==> src/rtl/edo_pkg.sv <==
package edo_pkg;
  // Per-clock pin events seen by the control logic.
  typedef struct packed {
    logic cas_act;   // merged column strobe active now
    logic cas_fall;  // merged strobe became active this clock
    logic ras_fall;
    logic ras_rise;
    logic we_fall;
    logic oe_rise;
  } edo_evt_t;
endpackage

==> src/rtl/edo_edge_det.sv <==
module edo_edge_det
  import edo_pkg::*;
(
  input  logic     clk,
  input  logic     rst_n,
  input  logic     ras_n,
  input  logic     lcas_n,
  input  logic     ucas_n,
  input  logic     we_n,
  input  logic     oe_n,
  output edo_evt_t evt
);
  logic cas_now;
  logic ras_q, cas_q, we_q, oe_q;

  // first lane low activates, last lane high releases
  assign cas_now = ~lcas_n | ~ucas_n;

  always_ff @(posedge clk or negedge rst_n) begin
    if (!rst_n) begin
      ras_q <= 1'b1;
      cas_q <= 1'b0;
      we_q  <= 1'b1;
      oe_q  <= 1'b1;
    end else begin
      ras_q <= ras_n;
      cas_q <= cas_now;
      we_q  <= we_n;
      oe_q  <= oe_n;
    end
  end

  always_comb begin
    evt.cas_act  = cas_now;
    evt.cas_fall = cas_now & ~cas_q;
    evt.ras_fall = ~ras_n & ras_q;
    evt.ras_rise = ras_n & ~ras_q;
    evt.we_fall  = ~we_n & we_q;
    evt.oe_rise  = oe_n & ~oe_q;
  end

  // a second lane falling never produces a fresh merged fall
  a_r1_single_fall: assert property (@(posedge clk) disable iff (!rst_n)
    evt.cas_fall |=> !evt.cas_fall);
endmodule

==> config.mk <==
export PLATFORM = sky130hd
export DESIGN_NAME = edo_edge_det
export DESIGN_NICKNAME = d
export VERILOG_FILES = /design/src/rtl/edo_pkg.sv /design/src/rtl/edo_edge_det.sv
export SDC_FILE = /design/constraint.sdc
export NUM_CORES = 1
export LEC_CHECK = 0
export ABC_CLOCK_PERIOD_IN_PS = 1450
export BUFFER_PORTS_ARGS = -buffer_cell sky130_fd_sc_hd__buf_2
export CAP_MARGIN = 10
export CORE_AREA = 4 4 41 43
export CTS_CLUSTER_SIZE = 8
export DETAILED_ROUTE_END_ITERATION = 8
export DIE_AREA = 0 0 45 47
export GPL_TIMING_DRIVEN = 0
export SYNTH_ARGS = -nofsm -noshare
export SYNTH_HDL_FRONTEND = slang
export SYNTH_SLANG_ARGS = --single-unit
==> constraint.sdc <==
create_clock -name clk -period 1.45 [get_ports clk]
set_clock_uncertainty 0.2 [all_clocks]
set_input_delay 0.2175 -clock clk [delete_from_list [all_inputs] [get_ports clk]]
set_output_delay 0.2175 -clock clk [all_outputs]
set_load 0.1 [all_outputs]
**After elaboration in Yosys (flattened, before gate mapping)**

Index checks and enable logic that the tools add are counted.

- Logic and storage cells: 17
- Input port bits: 7
- Output and inout port bits: 6
- Bits in registers: 4

- Bitwise operators: 13

Operator list:

| operator | count |
|---|---|
| 1-bit NOT | 7 |
| 1-bit bitwise AND | 5 |
| 1-bit bitwise OR | 1 |

**Depth between registers and ports, before layout**

- Depth after elaboration: 3
- Depth in mapped cells: 2

**Least setup slack after synthesis**

No wires, ideal clock.

- Path type: flip-flop to output port
- Start point: register ras_q
- End point: output port evt[3] (netlist bit)
- Data required time: 1033 ps
- Path slack: -824 ps
- Stages on the path, launching flop included: 2
- Data arrival time: 1856 ps
- Cells stage by stage: dfstp_2 nor2b_1

RTL lines:

| element | RTL line | text |
|---|---|---|
| start: declaration | edo_edge_det.sv:14 | `logic ras_q, cas_q, we_q, oe_q;` |
| start signal: assignment | edo_edge_det.sv:26 | `ras_q <= ras_n;` |
| end: declaration | edo_edge_det.sv:11 | `output edo_evt_t evt` |

==> out/qor.log <==
qor: routing.route.vias.total 152
qor: routing.average_via_count_per_standard_cell 3.30
qor: place.detailed_place_hpwl 334 um
qor: synthesis.synth.top_cells.by_area dfstp_2 53%, dfrtp_1 17%, nor2b_1 13%
qor: floorplanning.start_util 11.3%
qor: run_status.run_status complete, but fails checks
qor: floorplanning.rows 13
qor: synthesis.yosysUniqueCellTypes 7
qor: place.io_buffer_count 12
qor: power.post_route_total_power 0.000407 W
qor: synthesis.synth.cell_area 148 um^2
qor: routing.drt_antenna_net_count 0
qor: sta.drv_slew 0
qor: floorplanning.die_y 47 um
qor: synthesis.synth_largest_type_area_fraction 53.4%
qor: critical_path.critPathMaxStageDelay 0.52 ns
qor: floorplanning.die-width 45 um
qor: global_route.first_pass_grt_wire_length 690 um
qor: cts.cts_buffers 3
qor: final_layout.post_route_cells_drive_above_1_share 77.4%
qor: cts.clk_path_buf_depth 2
qor: synthesis.synth_xor_area_share 0%
qor: final_layout.final_common_cell buf_2
qor: global_route.grt_max_degree 5
qor: synthesis.synth.mux.area_fraction 0%
qor: cts.cts_post_setup_buffers_inserted 0
qor: synthesis.synth_simple_gate_area_share 21.2%
qor: global_route.grt_antenna_before_repair 0
qor: final_layout.syn_to_final_growth 157%
qor: place.post_dp_cell_area 260 um^2
qor: place.dp_worst_setup_slack -0.00684 ns
qor: cts.cts_tree done
qor: cts.clock-root-buffer clkbuf_4
qor: global_route.global_routing_usage_summed_across_all_routing_layers 5.15%
qor: floorplanning.floorplan.die_area 2120 um^2
qor: critical_path.crit_fanout 2
qor: final_layout.layout.cells.most_common_list 7 x buf_2, 4 x dlygate4sd3_1, 3 x nor2b_4, 3 x clkbuf_4, 3 x dfstp_2
qor: sta.totalNegativeSetupSlack -0.205 ns
qor: synthesis.yosys_register_bits 4
qor: synthesis.syn_avg_cell_area 13.4 um^2
qor: cts.cts.clk_slew.worst_paths 0.04 ns
qor: sta.max_slew_headroom 68.0%
qor: place.place.gp.congestion 0.678
qor: sta.rsz0062_at_grt true
qor: global_route.grt_remaining_overflow 0
qor: power.p_leak 0.174 nW
qor: min_path.min_delay_path_class input port to flop
qor: sta.worst_slew_pin_slew 0.484 ns
qor: routing.routed_wire_length_per_instance 9.67 um
qor: sta.max_freq 639 MHz
qor: critical_path.crit_start ras_q$_DFF_PN1_
qor: sta.timing.final.ws_setup -0.115 ns
qor: cts.cts_sinks 4
qor: critical_path.timing_worst_setup_path_type flop to output pin
qor: synthesis.yosysTopAreaCell dfstp_2
qor: final_layout.final_nets 39
qor: critical_path.path_cells and2b_2 -> buf_8
qor: routing.drtPass1Iterations 2
qor: run.max-cap-violations 0
qor: synthesis.syn_inst 11
qor: synthesis.synth_fa_ha_area_share 0%
qor: synthesis.synth_warnings 0
qor: routing.drt-total-wl 445 um
qor: routing.drt_drc_violations_left 0
qor: critical_path.required 1.03 ns
qor: run_status.violations_in_the_final_reports negative setup slack
qor: power.peak_vdd_ir 0.598 mV
qor: power.pwr_density_cell 1070 nW/um^2
qor: synthesis.synth_compound_area_share 3.39%
qor: sta.final_period_minus_worst_setup_slack 1.56 ns
qor: sta.hold_viol_final 0
qor: final_layout.fin_area 379 um^2
qor: critical_path.worst_path_max_delay_cell dfstp_2
qor: synthesis.synth_nets 18
qor: critical_path.cp-start-kind flop
qor: floorplanning.fp.coreArea 1300 um^2
qor: cts.cts-htree-levels 1
qor: final_layout.n_antenna_cell 0
qor: global_route.number_of_global_route_vias_before_repair 173
qor: routing.detailedRoute.firstIterationViolations 1
qor: sta.post-route-period-util 108%
qor: floorplanning.boundaryPins 13
qor: sta.report.final.setup_viol 3
qor: critical_path.end_kind output pin
qor: synthesis.synth.yosys.seq_area_share 70.3%
qor: min_path.hp-start ucas_n
qor: synthesis.synth_top_family_by_area simple AND/OR/NAND/NOR gates
qor: final_layout.utilization_of_the_core_after_routing 29.1%
qor: critical_path.worst-endpoint-arrival 1.15 ns
logic make-up (layout without fill, tap and decap cells):
group | Yosys count | after routing
buf+inv | 1 | 21
flops | 4 | 4
simple gates | 5 | 5
compound gates | 1 | 1
where the power goes:
| part | switching, W | leakage [nW] | internal (W) |
|---|---|---|---|
| clock network | 0.0000496 | 0.0150 | 0.000104 |
| logic | 0.0000842 | 0.117 | 0.0000454 |
| registers | 0.00000332 | 0.0418 | 0.000121 |
| total | 0.000137 | 0.174 | 0.000270 |
layer usage:
layer / part of all wire [%] / wire length, um / global-route usage (%)
met1: 48 / 213 / 6.42
met2: 36 / 160 / 5.93
met3: 16 / 71 / 6.13
met4: 0 / 0 / 0
met5: 0 / 0 / 0
critical path: cells and delay by family, from the launching register on:
kind                   cells  cell delay, ns
DFF                        1            0.52
buffers and inverters      1            0.17
and+or+nand+nor            1            0.22
final timing paths:
path | to | slack, ns | cells after the start
worst min-delay path | cas_q$_DFF_PN0_ | 0.01 | 2
max in group asynchronous | oe_q$_DFF_PN1_ | 0.72 | 2
worst max-delay path | evt[2] | -0.11 | 2
min in group asynchronous | cas_q$_DFF_PN0_ | 0.11 | 2
timing repair:
action / 4_1_cts / 5_1_grt
resized for setup: 15 / 0
hold buffers: 4 / 0
endpoints found under the hold margin: 7 / 0
endpoints found under the setup margin: 5 / 3
gates cloned: 0 / 0
layout make-up:
type / count / area, um^2
buffer: 1 / 7.51
clock buffer: 4 / 26.3
fill: 141 / 922
multi-input combinational: 6 / 70.1
sequential: 4 / 104
tap: 15 / 18.8
timing repair buffer: 16 / 153
sequential cells by signal, indices dropped and copies added, names as in the netlist:
signal	cells
cas_q	1
we_q	1
ras_q	1
oe_q	1
cell usage after synthesis, drive strengths merged:
master	n
buf	1
nand2	1
nor2b	3
dfstp	3
dfrtp	1
and2b	1
a21oi	1
per-stage QoR:
| step | std cells | hold slack, ns |
|---|---|---|
| after global placement | 38 | -0.172 |
| after CTS | 46 | 0.00960 |
| after floorplan | 11 | -0.278 |
| after global routing | 46 | 0.0312 |
| after detailed placement | 38 | -0.170 |
| final | 46 | 0.0124 |
No activity file was read; power rests on OpenSTA's default activity.
